[src/rtl/disp_pkg.sv]
package disp_pkg;

   typedef enum logic [2:0] {
      SCH_READY  = 3'd0,
      SCH_QFULL  = 3'd1,
      SCH_LDFULL = 3'd2,
      SCH_STFULL = 3'd3,
      SCH_GROUP  = 3'd4
   } sched_stat_e;

   typedef enum logic [2:0] {
      STL_NONE   = 3'd0,
      STL_WIDTH  = 3'd1,
      STL_RENAME = 3'd2,
      STL_RETIRE = 3'd3,
      STL_SCHQ   = 3'd4,
      STL_LDQ    = 3'd5,
      STL_STQ    = 3'd6,
      STL_GROUP  = 3'd7
   } stall_code_e;

endpackage

[src/rtl/disp_slot_tracker.sv]
module disp_slot_tracker #(
   parameter int WIDTH = 4,
   parameter int UOP_W = 4,
   localparam int SLOT_W = $clog2(WIDTH + 1)
) (
   input  logic              clk,
   input  logic              rst_n,
   input  logic              take,
   input  logic [UOP_W-1:0]  uops,
   output logic [SLOT_W-1:0] free_slots,
   output logic              busy,
   output logic              room
);

   localparam logic [UOP_W-1:0] W_U = UOP_W'(WIDTH);

   logic [UOP_W-1:0] carry_q, carry_d, drain, left;
   logic             wide;

   if (WIDTH < 1) begin : g_bad_width
      $error("disp_slot_tracker: WIDTH must be at least 1");
   end
   if (WIDTH >= (1 << UOP_W)) begin : g_bad_uopw
      $error("disp_slot_tracker: UOP_W too narrow for WIDTH");
   end

   always_comb begin
      drain      = (carry_q > W_U) ? W_U : carry_q;
      left       = carry_q - drain;
      busy       = (left != '0);
      free_slots = SLOT_W'(WIDTH) - SLOT_W'(drain);
      wide       = (uops > W_U);
      if (wide) room = (32'(free_slots) == WIDTH);
      else      room = (32'(uops) <= 32'(free_slots));
      if (take && wide) carry_d = uops - W_U;
      else              carry_d = left;
   end

   always_ff @(posedge clk or negedge rst_n) begin
      if (!rst_n) carry_q <= '0;
      else        carry_q <= carry_d;
   end


   overwide_full_chk: assert property (@(posedge clk) disable iff (!rst_n)
      (take && wide) |-> (32'(free_slots) == WIDTH));


   carry_drain_chk: assert property (@(posedge clk) disable iff (!rst_n)
      (carry_q != '0) |=> (carry_q < $past(carry_q)));


   busy_blocks_chk: assert property (@(posedge clk) disable iff (!rst_n)
      busy |-> !take);

endmodule

[src/rtl/disp_check_chain.sv]
module disp_check_chain
   import disp_pkg::*;
#(
   parameter int NFILES   = 2,
   parameter int RQ_DEPTH = 16,
   parameter int UOP_W    = 4,
   localparam int NORM_W  = $clog2(RQ_DEPTH + 1)
) (
   input  logic              valid,
   input  logic              busy,
   input  logic              room,
   input  logic [NFILES-1:0] rename_busy,
   input  logic [NORM_W-1:0] rq_free,
   input  logic [2:0]        sched_status,
   input  logic [UOP_W-1:0]  uops,
   output logic              fire,
   output logic              stall,
   output stall_code_e       code,
   output logic [NORM_W-1:0] norm
);

   logic [NORM_W-1:0] clamp;
   sched_stat_e       sst;

   if (NFILES < 1) begin : g_bad_files
      $error("disp_check_chain: NFILES must be at least 1");
   end

   always_comb begin
      clamp = (32'(uops) > RQ_DEPTH) ? NORM_W'(RQ_DEPTH) : NORM_W'(uops);
      norm  = (clamp == '0) ? NORM_W'(1) : clamp;
      sst   = sched_stat_e'(sched_status);
      code  = STL_NONE;
      if (busy || !room)            code = STL_WIDTH;
      else if (|rename_busy)        code = STL_RENAME;
      else if (rq_free < norm)      code = STL_RETIRE;
      else begin
         case (sst)
            SCH_READY:  code = STL_NONE;
            SCH_QFULL:  code = STL_SCHQ;
            SCH_LDFULL: code = STL_LDQ;
            SCH_STFULL: code = STL_STQ;
            default:    code = STL_GROUP;
         endcase
      end
      fire  = valid && (code == STL_NONE);
      stall = valid && (code != STL_NONE);
   end

endmodule

[src/rtl/disp_token_alloc.sv]
module disp_token_alloc #(
   parameter int RQ_DEPTH = 16,
   localparam int TOK_W  = $clog2(RQ_DEPTH),
   localparam int NORM_W = $clog2(RQ_DEPTH + 1)
) (
   input  logic              clk,
   input  logic              rst_n,
   input  logic              take,
   input  logic [NORM_W-1:0] norm,
   output logic [TOK_W-1:0]  token
);

   localparam int SUM_W = TOK_W + 2;

   logic [TOK_W-1:0] tail_q, tail_d;

   if (RQ_DEPTH < 2) begin : g_bad_depth
      $error("disp_token_alloc: RQ_DEPTH must be at least 2");
   end

   if ((RQ_DEPTH & (RQ_DEPTH - 1)) == 0) begin : g_pow2
      logic [SUM_W-1:0] sum;
      always_comb begin
         sum    = SUM_W'(tail_q) + SUM_W'(norm);
         tail_d = sum[TOK_W-1:0];
      end
   end else begin : g_wrap
      logic [SUM_W-1:0] sum;
      always_comb begin
         sum = SUM_W'(tail_q) + SUM_W'(norm);
         if (sum >= SUM_W'(RQ_DEPTH)) sum = sum - SUM_W'(RQ_DEPTH);
         tail_d = sum[TOK_W-1:0];
      end
   end

   always_ff @(posedge clk or negedge rst_n) begin
      if (!rst_n)    tail_q <= '0;
      else if (take) tail_q <= tail_d;
   end

   assign token = tail_q;


   tail_hold_chk: assert property (@(posedge clk) disable iff (!rst_n)
      !take |=> $stable(tail_q));

endmodule

[src/rtl/dispatch_stage.sv]
module dispatch_stage
   import disp_pkg::*;
#(
   parameter int WIDTH    = 4,
   parameter int UOP_W    = 4,
   parameter int IDX_W    = 8,
   parameter int NFILES   = 2,
   parameter int RQ_DEPTH = 16,
   localparam int FREE_W  = $clog2(RQ_DEPTH + 1),
   localparam int TOK_W   = $clog2(RQ_DEPTH)
) (
   input  logic              clk,
   input  logic              rst_n,
   input  logic              in_valid,
   input  logic [IDX_W-1:0]  in_idx,
   input  logic [UOP_W-1:0]  in_uops,
   input  logic [NFILES-1:0] rename_busy,
   input  logic [FREE_W-1:0] rq_free,
   input  logic [2:0]        sched_status,
   output logic              in_ready,
   output logic              disp_valid,
   output logic [IDX_W-1:0]  disp_idx,
   output logic [TOK_W-1:0]  disp_token,
   output logic              stall_valid,
   output logic [2:0]        stall_code
);

   localparam int SLOT_W = $clog2(WIDTH + 1);

   logic              fire, stall, busy, room;
   logic [SLOT_W-1:0] free_slots;
   logic [FREE_W-1:0] norm;
   logic [TOK_W-1:0]  token;
   stall_code_e       code;

   if (IDX_W < 1) begin : g_bad_idx
      $error("dispatch_stage: IDX_W must be at least 1");
   end

   disp_slot_tracker #(.WIDTH(WIDTH), .UOP_W(UOP_W)) u_slots (
      .clk(clk), .rst_n(rst_n), .take(fire), .uops(in_uops),
      .free_slots(free_slots), .busy(busy), .room(room)
   );

   disp_check_chain #(.NFILES(NFILES), .RQ_DEPTH(RQ_DEPTH), .UOP_W(UOP_W)) u_chain (
      .valid(in_valid), .busy(busy), .room(room), .rename_busy(rename_busy),
      .rq_free(rq_free), .sched_status(sched_status), .uops(in_uops),
      .fire(fire), .stall(stall), .code(code), .norm(norm)
   );

   disp_token_alloc #(.RQ_DEPTH(RQ_DEPTH)) u_tok (
      .clk(clk), .rst_n(rst_n), .take(fire), .norm(norm), .token(token)
   );

   assign in_ready = !busy;

   always_ff @(posedge clk or negedge rst_n) begin
      if (!rst_n) begin
         disp_valid  <= 1'b0;
         disp_idx    <= '0;
         disp_token  <= '0;
         stall_valid <= 1'b0;
         stall_code  <= 3'd0;
      end else begin
         disp_valid  <= fire;
         stall_valid <= stall;
         stall_code  <= stall ? 3'(code) : 3'd0;
         if (fire) begin
            disp_idx   <= in_idx;
            disp_token <= token;
         end
      end
   end


   disp_follows_chk: assert property (@(posedge clk) disable iff (!rst_n)
      fire |=> (disp_valid && disp_idx == $past(in_idx)));


   one_outcome_chk: assert property (@(posedge clk) disable iff (!rst_n)
      $onehot0({disp_valid, stall_valid}));


   idle_quiet_chk: assert property (@(posedge clk) disable iff (!rst_n)
      !in_valid |=> (!disp_valid && !stall_valid));

endmodule

[config.mk]
export PLATFORM = sky130hd
export DESIGN_NAME = dispatch_stage
export DESIGN_NICKNAME = d
export VERILOG_FILES = /design/src/rtl/disp_pkg.sv /design/src/rtl/disp_slot_tracker.sv /design/src/rtl/disp_check_chain.sv /design/src/rtl/disp_token_alloc.sv /design/src/rtl/dispatch_stage.sv
export SDC_FILE = /design/constraint.sdc
export NUM_CORES = 1
export LEC_CHECK = 0
export ABC_AREA = 1
export ABC_CLOCK_PERIOD_IN_PS = 3700
export BUFFER_PORTS_ARGS = -buffer_cell sky130_fd_sc_hd__buf_2
export CAP_MARGIN = 15
export CORE_AREA = 2 2 58 60
export CTS_CLUSTER_DIAMETER = 60
export DETAILED_ROUTE_END_ITERATION = 12
export DIE_AREA = 0 0 60 62
export PLACE_DENSITY = 0.84
export SYNTH_ARGS = -nofsm -noshare
export SYNTH_HDL_FRONTEND = slang
export SYNTH_HIERARCHICAL = 1
export SYNTH_SLANG_ARGS = --single-unit
export TNS_END_PERCENT = 20
[constraint.sdc]
create_clock -name clk -period 3.7 [get_ports clk]
set_clock_uncertainty 0.1 [all_clocks]
set_input_delay 0.37 -clock clk [delete_from_list [all_inputs] [get_ports clk]]
set_output_delay 0.37 -clock clk [all_outputs]
set_load 0.02 [all_outputs]
### Word-level counts from Yosys, hierarchy flattened

Index checks and enable logic that the tools add are counted.

* add/sub/neg operators: 4
* multipliers: 0
* div/mod/pow operators: 0
* magnitude comparators: 4
* eq/ne operators: 4
* shift operators: 0
* multiplexer cells: 9
* bitwise logic cells: 0
* reduce and logical (&&, ||, !) cells: 12

Operators by type and width (number)
* two-way mux 3 bit: 4
* two-way mux 4 bit: 3
* one-hot mux 3 bit (4 select lines): 1
* > comparator 4 x 3 -> 1 bit (second input constant): 2
* == test 3 x 2 -> 1 bit (second input constant): 2
* zero test 3 bit: 2
* < comparator 5 bit: 1
* adder 4 bit: 1
* less-or-equal comparator 4 x 3 -> 1 bit: 1
* zero test 4 bit: 1
* nonzero test 4 bit: 1
* subtractor 4 x 3 -> 4 bit (second input constant): 1
* subtractor 4 bit: 1
* == test 3 x 1 -> 1 bit (second input constant): 1
* == test 3 bit (second input constant): 1
* logical AND 1 bit: 3
* nonzero test 3 bit: 1
* subtractor 3 bit (first input constant): 1
* zero test 1 bit: 2
* OR reduction 2 bit: 1
* logical OR 1 bit: 1
* two-way mux 1 bit: 1

* register bits: 25
* latch bits: 0
* RAM bits: 0
* ROM bits: 0
* logic and storage cells: 40
* memories kept: 0

### Depth between registers and ports, before layout

* depth in word-level cells: 12
* gate-level depth with buffers: 22
* mapped depth without buffers: 22

### By module

Netlist, hierarchy kept.

Modules (own cells, without submodules)
* dispatch_stage: times used 1, cells an instance 63, area each 609.3 um2, sequential area each 425.4 um2
* disp_slot_tracker: times used 1, cells an instance 54, area each 367.9 um2, sequential area each 100.1 um2
* disp_token_alloc: times used 1, cells an instance 34, area each 266.5 um2, sequential area each 100.1 um2
* disp_check_chain: times used 1, cells an instance 48, area each 251.5 um2, sequential area each 0.0 um2

### Least setup slack after synthesis

No wires, ideal clock.

* path kind: register to register
* from: register u_slots.carry_q[3]
* to: register u_slots.carry_q[0]
* library setup time: 129 ps
* arrival time: 3059 ps
* required time: 3471 ps
* setup slack: 411 ps
* stages on the path, launching flop included: 22
* buffers on the path: 0
* period minus slack after synthesis: 3289 ps
* path through: dfrtp_1 > nor2_4 > nand2_4 > ha_1 > xnor2_1 > inv_1 > ha_1 > nand2_1 > inv_1 > nand2_1 > nand2_1 > o21ai_1 > nand2_1 > nand2_1 > nand2_1 > nor2_1 > nand2_1 > nand3_1 > nor3_1 > inv_1 > nor2_2 > o21ai_0

* word-level cells in the longest chain between the ends: 12
* elaborated cells on any way between the ends: 15
* classes of those cells: 2 x add/sub; 2 x order compare; 1 x eq/ne; 4 x mux; 6 x reduce/logical

Ends and longest elaborated chain
* start: declaration: line disp_slot_tracker.sv:17 `logic [UOP_W-1:0] carry_q, carry_d, drain, left;`
* start signal: assignment: line disp_slot_tracker.sv:41 `else carry_q <= carry_d;`
* > comparator 4 x 3 -> 1 bit (*): line disp_slot_tracker.sv:28 `drain = (carry_q > W_U) ? W_U : carry_q;`
* two-way mux 4 bit (*): line disp_slot_tracker.sv:28
* subtractor 3 bit (*): line disp_slot_tracker.sv:31 `free_slots = SLOT_W'(WIDTH) - SLOT_W'(drain);`
* net free_slots[2]: line dispatch_stage.sv:31 `logic [SLOT_W-1:0] free_slots;`
* less-or-equal comparator 4 x 3 -> 1 bit / == test 3 bit (equally long branches): line disp_slot_tracker.sv:34, disp_slot_tracker.sv:33
* two-way mux 1 bit (*): line disp_slot_tracker.sv:33 `if (wide) room = (32'(free_slots) == WIDTH);`
* net room: line dispatch_stage.sv:30 `logic fire, stall, busy, room;`
* zero test 1 bit (*): line disp_check_chain.sv:34 `if (busy || !room) code = STL_WIDTH;`
* logical OR 1 bit (*): line disp_check_chain.sv:34
* two-way mux 3 bit (*): line disp_check_chain.sv:34
* zero test 3 bit (*): line disp_check_chain.sv:46 `fire = valid && (code == STL_NONE);`
* logical AND 1 bit (*): line disp_check_chain.sv:46
* net fire: line dispatch_stage.sv:30
* logical AND 1 bit (*): line disp_slot_tracker.sv:35 `if (take && wide) carry_d = uops - W_U;`
* two-way mux 4 bit (*): line disp_slot_tracker.sv:35
* net u_slots.carry_d[0]: line disp_slot_tracker.sv:17

Mark *: on every way through the listed nets, which the timed path passes. The rest lies on a longest branch.
A chain may end at the register's enable or synchronous reset.

### Worst setup path in the final report

* from: register u_slots.carry_q[3]
* to: register u_tok.tail_q[2], in the netlist u_tok/token[2]

* word-level cells in the longest chain between the ends: 10
* elaborated cells on any way between the ends: 13
* classes of those cells: 2 x add/sub; 2 x order compare; 1 x eq/ne; 3 x mux; 5 x reduce/logical

Ends and longest elaborated chain
* > comparator 4 x 3 -> 1 bit (*): line disp_slot_tracker.sv:28
* two-way mux 4 bit (*): line disp_slot_tracker.sv:28
* subtractor 3 bit (*): line disp_slot_tracker.sv:31
* net free_slots[2]: line dispatch_stage.sv:31
* less-or-equal comparator 4 x 3 -> 1 bit / == test 3 bit (equally long branches): line disp_slot_tracker.sv:34, disp_slot_tracker.sv:33
* two-way mux 1 bit (*): line disp_slot_tracker.sv:33
* net room: line dispatch_stage.sv:30
* zero test 1 bit (*): line disp_check_chain.sv:34
* logical OR 1 bit (*): line disp_check_chain.sv:34
* two-way mux 3 bit (*): line disp_check_chain.sv:34
* zero test 3 bit (*): line disp_check_chain.sv:46
* logical AND 1 bit (*): line disp_check_chain.sv:46
* net fire: line dispatch_stage.sv:30
* end signal: assignment: line disp_token_alloc.sv:38 `else if (take) tail_q <= tail_d;`
* end: declaration: line disp_token_alloc.sv:15 `logic [TOK_W-1:0] tail_q, tail_d;`

Marks and branches as above.

==> flow_summary.yaml <==
clocking:
  cts_buffers: 3
  worstSkewPairLatency_ns: 0.32
  cts_tree: "yes"
  cts-root-buf: "clkbuf_4"
  clkSinkCount: 25
  clk_path_buf_depth: 2
  cts_max_level: 1
  clkSlewWorstSetupHoldPaths_ns: 0.14
  cts_resized: 0
pwr:
  finalPower_uw: 688
  ir_drop_v: 0.000118
  p_leak_uw: 0.00104
  p_per_area_nw_per_um2: 389
yosys:
  syn_avg_cell_area_um2: 7.55
  synth_cells: 196
  synth_fp_nets: 232
  netlist_area_um2: 1480
  ys.warnings.count: 6
critical_path:
  cp-end-kind: "register"
  cp.arrival_ns: 3.22
  crit_slowest_cell: "dfrtp_1"
  crit_type: "reg -> reg"
  regToRegStartpoint: "u_slots/carry_q[3]"
  max_stage_delay_ns: 0.45
  cp-start-kind: "register"
  cp.required_ns: 3.82
  cp-startpoint: "u_slots/carry_q[3]"
  crit_path_frequent_cell: "nand2_1"
  path_cells: "nor2_4 -> nand2_1 -> ha_1 -> xnor2_1 -> inv_1 -> ha_1 -> nand2_1 -> inv_1 -> nand2_1 -> nand2_1 -> o21ai_1 -> nand2_1 -> nand2_1 -> nand2_1 -> nor2_1 -> nand2_1 -> nand3_1 -> nor3_2 -> buf_4 -> inv_1 -> nand2_1 -> o21ai_0"
  path_max_fanout: 18
global_route:
  grt-ovfl-total: 0
  grt_pass1_wl_um: 4570
  grt_pass1_vias: 1136
  grt_max_degree: 26
  grtUsageTotal_pct: 16.2
  antenna_found_initial: 0
final_layout:
  n_antenna_cell: 0
  drive_gt1_share_pct: 25.5
  area_growth_pct: 19.5
  fin_util_pct: 55.6
  n_fill_cell: 308
  final_common_cell: "nand2_1"
  layout.nets: 276
  mostFrequentLayoutCells: "nand2_1, buf_2, inv_1"
floorplan:
  die_width_um: 60
  io_pins: 43
  rows: 21
  die_area_um2: 3720
  initial_core_util_pct: 46.6
  fp.dieH_um: 62
  core_um2: 3180
detailed_routing:
  vias: 1314
  drc: 0
  ant_nets: 0
  wl_per_cell_um: 9.69
  drt_wl_total_um: 2760
  first_pass_iters: 4
  vias_per_cell: 4.61
  drt_iter0_markers: 83
placement:
  port_buffers: 42
  gp_congestion: 0.826
  dp_hpwl_um: 2200
timing:
  slew_headroom_pct: 63.9
  fmax_mhz: 322
  setup_tns_ns: 0
  rsz0062_at_grt: "no"
  setup_viol: 0
  min_period_over_period_pct: 83.9
  min_period_ns: 3.11
  worstMarginPinSlew_ns: 0.542
  slew_viol_final: 0
  finalHoldViolCount: 0
min_path:
  hp-start: "in_idx[0]"
  timing.hold.worst.class: "in -> reg"
run:
  drv_cap: 0
run_status:
  outcome: "complete, no violations"
## state kept, by name, indices dropped and copies added, names as in the netlist
name and cells:
stall_valid 1, disp_valid 1, disp_idx 8, u_tok/token 4
disp_token 4, stall_code 3, u_slots/carry_q 4
## timing repair
item | in CTS | in global routing
buffers inserted | 0 | 0
hold buffers | 1 | 0
endpoints found under the hold margin | 25 | 0
setup endpoints to repair | 0 | 0
## stage by stage
| stage | setup slack (ns) | std cells | hold WS [ns] | cell area (um^2) |
|---|---|---|---|---|
| 2_1_floorplan | 0.416 | 196 | -0.0256 | 1480 |
| 3_3_place_gp | 0.741 | 280 | 0.282 | 1730 |
| 3_5_place_dp | 0.587 | 280 | 0.286 | 1730 |
| 4_1_cts | 0.563 | 285 | 0.129 | 1770 |
| 5_1_grt | 0.255 | 285 | 0.119 | 1770 |
| 6_report | 0.595 | 285 | 0.140 | 1770 |
## where the power goes
| part | switching (uW) | internal (uW) | total (uW) |
|---|---|---|---|
| clock network | 80.4 | 41.3 | 122 |
| registers | 31.1 | 318 | 349 |
| logic | 132 | 85.6 | 217 |
## metal layers
layer / vias to the layer above / wire, um / GRT usage, %
li1: 676 / - / -
met1: 593 / 1240 / 19.8
met2: 41 / 1320 / 28.1
met3: 4 / 164 / 2.69
met4: 0 / 44 / 7.62
met5: - / 0 / 0
## final cells by class
| class | count | area [um^2] | share of cell area (%) |
|---|---|---|---|
| clock buffer | 3 | 22.5 | 1.27 |
| clock inverter | 1 | 7.51 | 0.424 |
| inverter | 29 | 109 | 6.15 |
| multi-input combinational | 137 | 719 | 40.7 |
| sequential | 25 | 626 | 35.4 |
| tap | 46 | 57.6 | 3.25 |
| timing repair buffer | 44 | 228 | 12.9 |
## worst max-delay path: cells and delay by family (launching register included)
kind            cells  cell delay [ns]
flops               1             0.45
fa+ha+maj           2             0.48
simple gates       13             1.16
compound gates      2             0.13
xor+xnor            1             0.20
buf+inv             4             0.48
## final timing paths
kind                       cells after the start  slack [ns]                 end
max                                           22        0.59      u_tok/token[2]
min                                            3        0.14         disp_idx[0]
max reg2reg                                   22        0.59      u_tok/token[2]
min reg2reg                                    2        0.38         disp_idx[3]
max in group asynchronous                      2        2.68  u_slots/carry_q[3]
min in group asynchronous                      2        0.45         disp_idx[3]
Power figures use the tool's default switching activity.
